[src/rtl/fec_pkg.sv]
`timescale 1ns/1ps
package fec_pkg;

    localparam int DATA_W = 32;

    localparam logic [DATA_W-1:0] KEY_FIRST  = 32'h4F1C_2D83;
    localparam logic [DATA_W-1:0] KEY_SECOND = 32'hB7E0_59A6;

    // Command register bit positions
    localparam int B_PG    = 0;
    localparam int B_PER   = 1;
    localparam int B_MER   = 2;
    localparam int B_PNB   = 3;
    localparam int B_BWR   = 14;
    localparam int B_STRT  = 16;
    localparam int B_EOPIE = 24;
    localparam int B_ERRIE = 25;
    localparam int B_INV   = 29;
    localparam int B_LOCK  = 31;

    // Status register bit positions
    localparam int S_BSY = 0;
    localparam int S_EOP = 1;
    localparam int S_SEQ = 2;
    localparam int S_OPE = 3;

    // Register addresses
    localparam int REG_CTL = 0;
    localparam int REG_STS = 1;
    localparam int REG_KEY = 2;

    typedef struct packed {
        logic pg;
        logic per;
        logic mer;
        logic bwr;
        logic eopie;
        logic errie;
        logic inv;
    } ctl_flags_t;

    typedef struct packed {
        logic operr;
        logic seqerr;
        logic eop;
    } sts_flags_t;

    typedef enum logic [1:0] {
        KEY_WAIT_FIRST,
        KEY_WAIT_SECOND,
        KEY_REFUSED
    } key_state_t;

    function automatic ctl_flags_t decode_flags(input logic [DATA_W-1:0] w);
        ctl_flags_t f;
        f.pg    = w[B_PG];
        f.per   = w[B_PER];
        f.mer   = w[B_MER];
        f.bwr   = w[B_BWR];
        f.eopie = w[B_EOPIE];
        f.errie = w[B_ERRIE];
        f.inv   = w[B_INV];
        return f;
    endfunction

    function automatic logic [DATA_W-1:0] encode_flags(input ctl_flags_t f);
        logic [DATA_W-1:0] w;
        w          = '0;
        w[B_PG]    = f.pg;
        w[B_PER]   = f.per;
        w[B_MER]   = f.mer;
        w[B_BWR]   = f.bwr;
        w[B_EOPIE] = f.eopie;
        w[B_ERRIE] = f.errie;
        w[B_INV]   = f.inv;
        return w;
    endfunction

    function automatic logic erase_selected(input ctl_flags_t f);
        return f.per | f.mer;
    endfunction

    // Write-one-to-clear update with set taking priority
    function automatic logic w1c_next(input logic cur, input logic set, input logic clr);
        return set | (cur & ~clr);
    endfunction

endpackage

[src/rtl/fec_key_unlock.sv]
`timescale 1ns/1ps
module fec_key_unlock
    import fec_pkg::*;
#(
    parameter logic [DATA_W-1:0] FIRST_KEY  = KEY_FIRST,
    parameter logic [DATA_W-1:0] SECOND_KEY = KEY_SECOND
) (
    input  logic              clk,
    input  logic              rst,
    input  logic              key_wr,
    input  logic [DATA_W-1:0] key_data,
    input  logic              locked,
    output logic              unlock
);

    key_state_t state_q;
    key_state_t state_d;

    always_comb begin
        state_d = state_q;
        unlock  = 1'b0;
        if (key_wr && locked) begin
            case (state_q)
                KEY_WAIT_FIRST: begin
                    state_d = (key_data == FIRST_KEY) ? KEY_WAIT_SECOND : KEY_REFUSED;
                end
                KEY_WAIT_SECOND: begin
                    if (key_data == SECOND_KEY) begin
                        state_d = KEY_WAIT_FIRST;
                        unlock  = 1'b1;
                    end else begin
                        state_d = KEY_REFUSED;
                    end
                end
                default: state_d = KEY_REFUSED;
            endcase
        end
    end

    always_ff @(posedge clk) begin
        if (rst) state_q <= KEY_WAIT_FIRST;
        else     state_q <= state_d;
    end

endmodule

[src/rtl/fec_ctrl_reg.sv]
`timescale 1ns/1ps
module fec_ctrl_reg
    import fec_pkg::*;
#(
    parameter int PNB_W = 7
) (
    input  logic              clk,
    input  logic              rst,
    input  logic              ctl_wr,
    input  logic [DATA_W-1:0] wdata,
    input  logic              unlock,
    input  logic              busy_fall,
    output ctl_flags_t        flags,
    output logic [PNB_W-1:0]  pnb,
    output logic              strt,
    output logic              lock,
    output logic              start_pulse,
    output logic              seq_err_set
);

    ctl_flags_t wr_flags;
    logic       accept;
    logic       req_start;
    logic       good_start;

    always_comb begin
        wr_flags    = decode_flags(wdata);
        accept      = ctl_wr && !lock;
        req_start   = accept && wdata[B_STRT] && !strt;
        good_start  = req_start && erase_selected(wr_flags);
        seq_err_set = req_start && !erase_selected(wr_flags);
    end

    always_ff @(posedge clk) begin
        if (rst) begin
            flags       <= '0;
            pnb         <= '0;
            strt        <= 1'b0;
            lock        <= 1'b1;
            start_pulse <= 1'b0;
        end else begin
            start_pulse <= good_start;
            if (accept) begin
                flags <= wr_flags;
                pnb   <= wdata[B_PNB +: PNB_W];
            end
            if (good_start)     strt <= 1'b1;
            else if (busy_fall) strt <= 1'b0;
            if (accept && wdata[B_LOCK]) lock <= 1'b1;
            else if (unlock)             lock <= 1'b0;
        end
    end

endmodule

[src/rtl/fec_status.sv]
`timescale 1ns/1ps
module fec_status
    import fec_pkg::*;
(
    input  logic              clk,
    input  logic              rst,
    input  logic              eng_busy,
    input  logic              eng_err,
    input  logic              seq_err_set,
    input  logic              sts_wr,
    input  logic [DATA_W-1:0] wdata,
    input  logic              eopie,
    input  logic              errie,
    output logic              busy_fall,
    output sts_flags_t        sts,
    output logic              irq_eop,
    output logic              irq_err
);

    logic busy_q;
    logic clr_eop, clr_seq, clr_ope;

    always_comb begin
        busy_fall = busy_q && !eng_busy;
        clr_eop   = sts_wr && wdata[S_EOP];
        clr_seq   = sts_wr && wdata[S_SEQ];
        clr_ope   = sts_wr && wdata[S_OPE];
        irq_eop   = eopie && sts.eop;
        irq_err   = errie && sts.operr;
    end

    always_ff @(posedge clk) begin
        if (rst) begin
            busy_q <= 1'b0;
            sts    <= '0;
        end else begin
            busy_q     <= eng_busy;
            sts.eop    <= w1c_next(sts.eop,    busy_fall,   clr_eop);
            sts.seqerr <= w1c_next(sts.seqerr, seq_err_set, clr_seq);
            sts.operr  <= w1c_next(sts.operr,  eng_err,     clr_ope);
        end
    end

endmodule

[src/rtl/flash_erase_ctl.sv]
`timescale 1ns/1ps
module flash_erase_ctl
    import fec_pkg::*;
#(
    parameter int ADDR_W = 2,
    parameter int PNB_W  = 7
) (
    input  logic              clk,
    input  logic              rst,
    input  logic              bus_wr,
    input  logic [ADDR_W-1:0] bus_addr,
    input  logic [31:0]       bus_wdata,
    output logic [31:0]       bus_rdata,
    input  logic              eng_busy,
    input  logic              eng_err,
    output logic              eng_start,
    output logic [PNB_W-1:0]  eng_page,
    output logic              eng_mass,
    output logic              irq_eop,
    output logic              irq_err
);

    localparam logic [ADDR_W-1:0] A_CTL = ADDR_W'(REG_CTL);
    localparam logic [ADDR_W-1:0] A_STS = ADDR_W'(REG_STS);
    localparam logic [ADDR_W-1:0] A_KEY = ADDR_W'(REG_KEY);

    ctl_flags_t        ctl_cfg;
    logic [PNB_W-1:0]  pnb_q;
    logic              strt_q;
    logic              lock_q;
    sts_flags_t        sts_q;
    logic              unlock;
    logic              busy_fall;
    logic              seq_err_set;
    logic              ctl_wr, sts_wr, key_wr;
    logic [31:0]       ctl_word;
    logic [31:0]       sts_word;

    always_comb begin
        ctl_wr = bus_wr && (bus_addr == A_CTL);
        sts_wr = bus_wr && (bus_addr == A_STS);
        key_wr = bus_wr && (bus_addr == A_KEY);
    end

    fec_key_unlock u_key (
        .clk      (clk),
        .rst      (rst),
        .key_wr   (key_wr),
        .key_data (bus_wdata),
        .locked   (lock_q),
        .unlock   (unlock)
    );

    fec_ctrl_reg #(.PNB_W(PNB_W)) u_ctrl (
        .clk         (clk),
        .rst         (rst),
        .ctl_wr      (ctl_wr),
        .wdata       (bus_wdata),
        .unlock      (unlock),
        .busy_fall   (busy_fall),
        .flags       (ctl_cfg),
        .pnb         (pnb_q),
        .strt        (strt_q),
        .lock        (lock_q),
        .start_pulse (eng_start),
        .seq_err_set (seq_err_set)
    );

    fec_status u_sts (
        .clk         (clk),
        .rst         (rst),
        .eng_busy    (eng_busy),
        .eng_err     (eng_err),
        .seq_err_set (seq_err_set),
        .sts_wr      (sts_wr),
        .wdata       (bus_wdata),
        .eopie       (ctl_cfg.eopie),
        .errie       (ctl_cfg.errie),
        .busy_fall   (busy_fall),
        .sts         (sts_q),
        .irq_eop     (irq_eop),
        .irq_err     (irq_err)
    );

    always_comb begin
        ctl_word                   = encode_flags(ctl_cfg);
        ctl_word[B_PNB +: PNB_W]   = pnb_q;
        ctl_word[B_STRT]           = strt_q;
        ctl_word[B_LOCK]           = lock_q;

        sts_word        = '0;
        sts_word[S_BSY] = eng_busy;
        sts_word[S_EOP] = sts_q.eop;
        sts_word[S_SEQ] = sts_q.seqerr;
        sts_word[S_OPE] = sts_q.operr;

        case (bus_addr)
            A_CTL:   bus_rdata = ctl_word;
            A_STS:   bus_rdata = sts_word;
            default: bus_rdata = '0;
        endcase
    end

    assign eng_page = pnb_q;
    assign eng_mass = ctl_cfg.mer;

endmodule

[config.mk]
export PLATFORM = sky130hd
export DESIGN_NAME = flash_erase_ctl
export DESIGN_NICKNAME = d
export VERILOG_FILES = /design/src/rtl/fec_pkg.sv /design/src/rtl/fec_key_unlock.sv /design/src/rtl/fec_ctrl_reg.sv /design/src/rtl/fec_status.sv /design/src/rtl/flash_erase_ctl.sv
export SDC_FILE = /design/constraint.sdc
export NUM_CORES = 1
export LEC_CHECK = 0
export ABC_AREA = 1
export BUFFER_PORTS_ARGS = -buffer_cell sky130_fd_sc_hd__buf_2
export CAP_MARGIN = 20
export CORE_UTILIZATION = 39
export DETAILED_ROUTE_END_ITERATION = 7
export GPL_TIMING_DRIVEN = 0
export PLACE_DENSITY = 0.75
export SETUP_SLACK_MARGIN = 0.3
export SYNTH_ARGS = -nofsm -noshare
export SYNTH_HDL_FRONTEND = slang
export SYNTH_SLANG_ARGS = --single-unit
[constraint.sdc]
create_clock -name clk -period 1.2 [get_ports clk]
set_clock_uncertainty 0.05 [all_clocks]
set_input_delay 0.12 -clock clk [delete_from_list [all_inputs] [get_ports clk]]
set_output_delay 0.12 -clock clk [all_outputs]
set_load 0.05 [all_outputs]
After elaboration in Yosys (flattened, before gate mapping). Index checks and enable logic that the tools add are counted.

Register bits: 23. Bits of input ports: 39. Logic and storage cells: 64. Output and inout port bits: 43.

Multiplexer cells: 9. Eq/ne operators: 5. Bitwise gates (word level): 10. Reduce and logical (&&, ||, !) cells: 24.

Operators by type and width (count): $pmux 32 s2 (1); $eq 32x31->1 const B (1); $eq 32x32->1 const B (1); $logic_and 1x1->1 (16); $mux 1 (5); $eq 2x1->1 const B (2); $logic_not 1->1 (4); $logic_not 2->1 (2); $mux 2 (2); $or 1x1->1 (4); $pmux 2 s2 (1); $and 1x1->1 (3); $not 1->1 (3); $eq 2x2->1 const B (1); $reduce_bool 2->1 (1); $reduce_or 2->1 (1).

Depth between registers and ports, before layout.
Depth in word-level cells: 7. Gate-level depth with buffers: 8. Depth with buffers taken out: 8.

Cells and area by module. Synthesis repeated with hierarchy kept, for this count alone.

Cell total of the unflattened synthesis: 277. Area total of the unflattened synthesis: 1637.8 sq um.

Modules (own cells, without submodules): fec_ctrl_reg (instances 1, seq. area each 340.3 sq um, cells an instance 100, area each 726.9 sq um); fec_key_unlock (instances 1, seq. area each 40.0 sq um, cells an instance 91, area each 425.4 sq um); flash_erase_ctl (instances 1, seq. area each 0.0 sq um, cells an instance 63, area each 316.6 sq um); fec_status (instances 1, seq. area each 80.1 sq um, cells an instance 23, area each 168.9 sq um).

Worst setup path after synthesis. Ideal clock, no wire load.

Path kind: input to output. From: in bus_addr[0]. To: out bus_rdata[0]. Data required time: 1030 ps. Setup slack: -467 ps. Arrival time: 1497 ps. Stages on the path: 4. Path buffers: 0. Path through: inv_2 > nor2_1 > inv_1 > o21ai_0.

Cells in the longest elaborated chain, start to end: 2. Elaborated cells between the ends (all ways): 3. Those cells by class: eq/ne (1); mux (1); reduce/logical (1).

Ends and longest elaborated chain: start: declaration (line flash_erase_ctl.sv:11) `input logic [ADDR_W-1:0] bus_addr,`; $eq 2x1->1 or $logic_not 2->1 (tied branches) (line flash_erase_ctl.sv:97) `case (bus_addr)`; $pmux 32 s2 * (line flash_erase_ctl.sv:97); end: declaration (line flash_erase_ctl.sv:13) `output logic [31:0] bus_rdata,`.

Mark *: on every way between the ends. The rest lies on a longest branch, timed or not.

Worst setup path after layout.
From: reg u_ctrl.lock. To: reg u_ctrl.pnb[4].

Cells in the longest elaborated chain, start to end: 2.

Ends and longest elaborated chain: start: declaration (line fec_ctrl_reg.sv:16) `output logic lock,`; start signal: assignment (line fec_ctrl_reg.sv:39) `lock <= 1'b1;`; start signal: assignment (line fec_ctrl_reg.sv:49) `if (accept && wdata[B_LOCK]) lock <= 1'b1;`; start signal: assignment (line fec_ctrl_reg.sv:50) `else if (unlock) lock <= 1'b0;`; $logic_not 1->1 (line fec_ctrl_reg.sv:28) `accept = ctl_wr && !lock;`; $logic_and 1x1->1 (line fec_ctrl_reg.sv:28); end signal: assignment (line fec_ctrl_reg.sv:45) `pnb <= wdata[B_PNB +: PNB_W];`; end: declaration (line fec_ctrl_reg.sv:14) `output logic [PNB_W-1:0] pnb,`.

No other way between the ends. A chain may end at the register's enable or synchronous reset.

==> impl_metrics.env <==
export IMPL_rr_startpoint="u_ctrl.lock"
export IMPL_critPathCaptureType="register"
export IMPL_die_h_um=62.72
export IMPL_dp_hpwl_mm=2.768
export IMPL_rows=21
export IMPL_place_congestion=0.8514
export IMPL_avgRoutedWirePerCell_um=13.97
export IMPL_dp_cells=346
export IMPL_die_w_um=62.72
export IMPL_status="finished clean"
export IMPL_final_common_cell="nand2_1"
export IMPL_leakagePower_nw=1.322
export IMPL_final_core_util_pct=78.52
export IMPL_cts_sinks=23
export IMPL_drv_slew=0
export IMPL_ir_drop_mv=0.4452
export IMPL_arrival_ns=1.31
export IMPL_numCtsBuffers=3
export IMPL_worstHoldPathType="input port to register"
export IMPL_drive_gt1_share_pct=59.15
export IMPL_layout_cells_non_filler=374
export IMPL_reg2regPathDepth=7
export IMPL_hold_path_depth=2
export IMPL_p_per_area_nw_per_um2=650.9
export IMPL_grt_usage_pct=21.32
export IMPL_grt_max_degree=14
export IMPL_period_needed_ns=1.186
export IMPL_grt_antenna_before_repair=0
export IMPL_globalRouteMet1Util_pct=23.94
export IMPL_grt_pass1_wl_mm=6.610
export IMPL_avgSynthCellArea_um2=6.535
export IMPL_clock_latency_ns=0.28
export IMPL_insertedDiodeCount=0
export IMPL_ys_seq_area_share_pct=32.03
export IMPL_path_max_fanout=6
export IMPL_wl_mm=5.225
export IMPL_preCtsSetupSlack_ns=-0.09606
export IMPL_tritoncts="done"
export IMPL_core_um2=3442
export IMPL_fmax_mhz=842.9
export IMPL_final_nets=368
export IMPL_seqCellArea_um2=506.7
export IMPL_start_kind="register"
export IMPL_yosysWarnings=0
export IMPL_whs_ns=0.01625
export IMPL_total_power_mw=1.759
export IMPL_cts_hold_buffers=0
export IMPL_fin_crit_sh_pct=98.86
export IMPL_cap_viol_max_count=0
export IMPL_area_growth_pct=87.99
export IMPL_drt_pass1_iter_count=4
export IMPL_min_to="u_ctrl.strt"
export IMPL_hp_start="rst"
export IMPL_initial_core_util_pct=41.77
export IMPL_globalRouteMet3Util_pct=3.650
export IMPL_final_cell_mix="nand2_1, buf_2, buf_4"
export IMPL_viasPerCell=4.682
export IMPL_syn_area_um2=1438
export IMPL_htreeDepth=1
export IMPL_rsz0062_at_grt="yes"
export IMPL_r2r_end="u_ctrl.pnb[4]"
export IMPL_hold_viol=0
export IMPL_dieArea_um2=3933
export IMPL_setup_viol=0
export IMPL_grt_pass1_vias=1501
export IMPL_worstSetupPathType="register to register"
export IMPL_synth_cell_types=27
export IMPL_synth_ff_latch_count=23
export IMPL_rrSetupSlack_ns=0.01
export IMPL_cp_required_ns=1.33
export IMPL_path_clk_slew_ns=0.10
export IMPL_fillCellCount=216
export IMPL_grt_overflow_total=0
export IMPL_ant_nets=0
export IMPL_met2_usage_pct=40.49
export IMPL_multiInputGateArea_um2=914.6
export IMPL_drc=0
export IMPL_clockBufferDepth=2
export IMPL_synth_cells=220
export IMPL_vias=1751
export IMPL_pin_count=82
export IMPL_top_usage_layer="met2"
export IMPL_place_port_buffers=65
export IMPL_setup_ws_ns=0.01367
export IMPL_cts_root_buf="clkbuf_8"
export IMPL_drtIter0Drc=126
==> how the worst max path moves through the flow <==
stage | cells past startpoint | end | start | slack (ns)
2_1_floorplan | 7 | u_ctrl.pnb[3] | u_ctrl.lock | 0.13
3_3_place_gp | 6 | bus_rdata[2] | bus_addr[0] | -0.09
3_5_place_dp | 6 | bus_rdata[2] | bus_addr[0] | -0.1
4_1_cts | 2 | bus_rdata[1] | u_sts.sts[0] | 0.03
5_1_grt | 6 | u_ctrl.flags[5] | u_ctrl.lock | -0.06
6_report | 7 | u_ctrl.pnb[4] | u_ctrl.lock | 0.01
==> cell usage after synthesis (all sizes together) <==
library cell | number | area, um^2
conb | 1 | 3.750
buf | 20 | 158.9
nor2 | 37 | 157.7
inv | 42 | 160.2
dfxtp | 23 | 460.4
nand4 | 2 | 27.53
nor3 | 1 | 5.000
a21oi | 19 | 110.1
o21ai | 20 | 111.4
nand3b | 2 | 15.01
nand2 | 46 | 182.7
o211ai | 1 | 7.510
nand3 | 4 | 20.02
a22o | 2 | 17.52
==> state kept, by name, summed over array words and instances (netlist names) <==
name and cells:
u_ctrl.start_pulse 1, u_ctrl.lock 1, u_sts.busy_q 1, u_key.state_q 2
u_sts.sts 3, u_ctrl.pnb 7, u_ctrl.strt 1, u_ctrl.flags 7
==> where the power goes <==
| part | internal [mW] | switching, mW |
|---|---|---|
| clock | 0.233 | 0.288 |
| combinational | 0.175 | 0.300 |
| sequential | 0.755 | 0.00800 |
| total | 1.16 | 0.596 |
==> layer usage <==
metal | up-vias | part of all wire (%)
li1 | 861 | -
met1 | 775 | 37
met2 | 100 | 53
met3 | 15 | 6.5
met4 | 0 | 3.1
met5 | - | 0
==> cell families (layout without fill, tap and decap cells) <==
kind of cell,count (synthesis),after routing,synth area share [%]
simple gates,92,92,28.37
buf+inv,62,155,22.19
compound gates,42,42,17.15
flops,23,23,32.03
other cells,1,16,0.2608
==> critical path, cell delays in order (launching register included) <==
cell and delay, ns:
dfxtp_2 0.35, inv_2 0.08, nand2_4 0.06, nor2_8 0.14, inv_4 0.08, buf_8 0.14, o21ai_2 0.12, a21oi_2 0.06
==> stage by stage <==
| stage | TNS [ns] | instance area, um^2 |
|---|---|---|
| finish | 0 | 2703 |
| global route | -0.1818 | 2703 |
| CTS | 0 | 2455 |
| detailed placement | -0.4437 | 2064 |
| global placement | -0.2851 | 2064 |
| floorplan | 0 | 1682 |
==> final cells by class <==
type	count	share of cell area [%]
well taps	46	2.130
multi-input cells	150	33.84
inverters	42	6.713
flip-flops and latches	23	18.75
clock buffers	3	1.528
plain buffers	20	6.574
repair buffers	89	30.28
clock inverters	1	0.1852
==> timing repair <==
action / CTS / global route
resized for setup: 94 / 30
pin swaps: 15 / 14
buffers inserted: 8 / 14
setup endpoints to repair: 49 / 49
endpoints found under the hold margin: 0 / 0
cloned: 1 / 1
No activity file was read; power rests on OpenSTA's default activity.
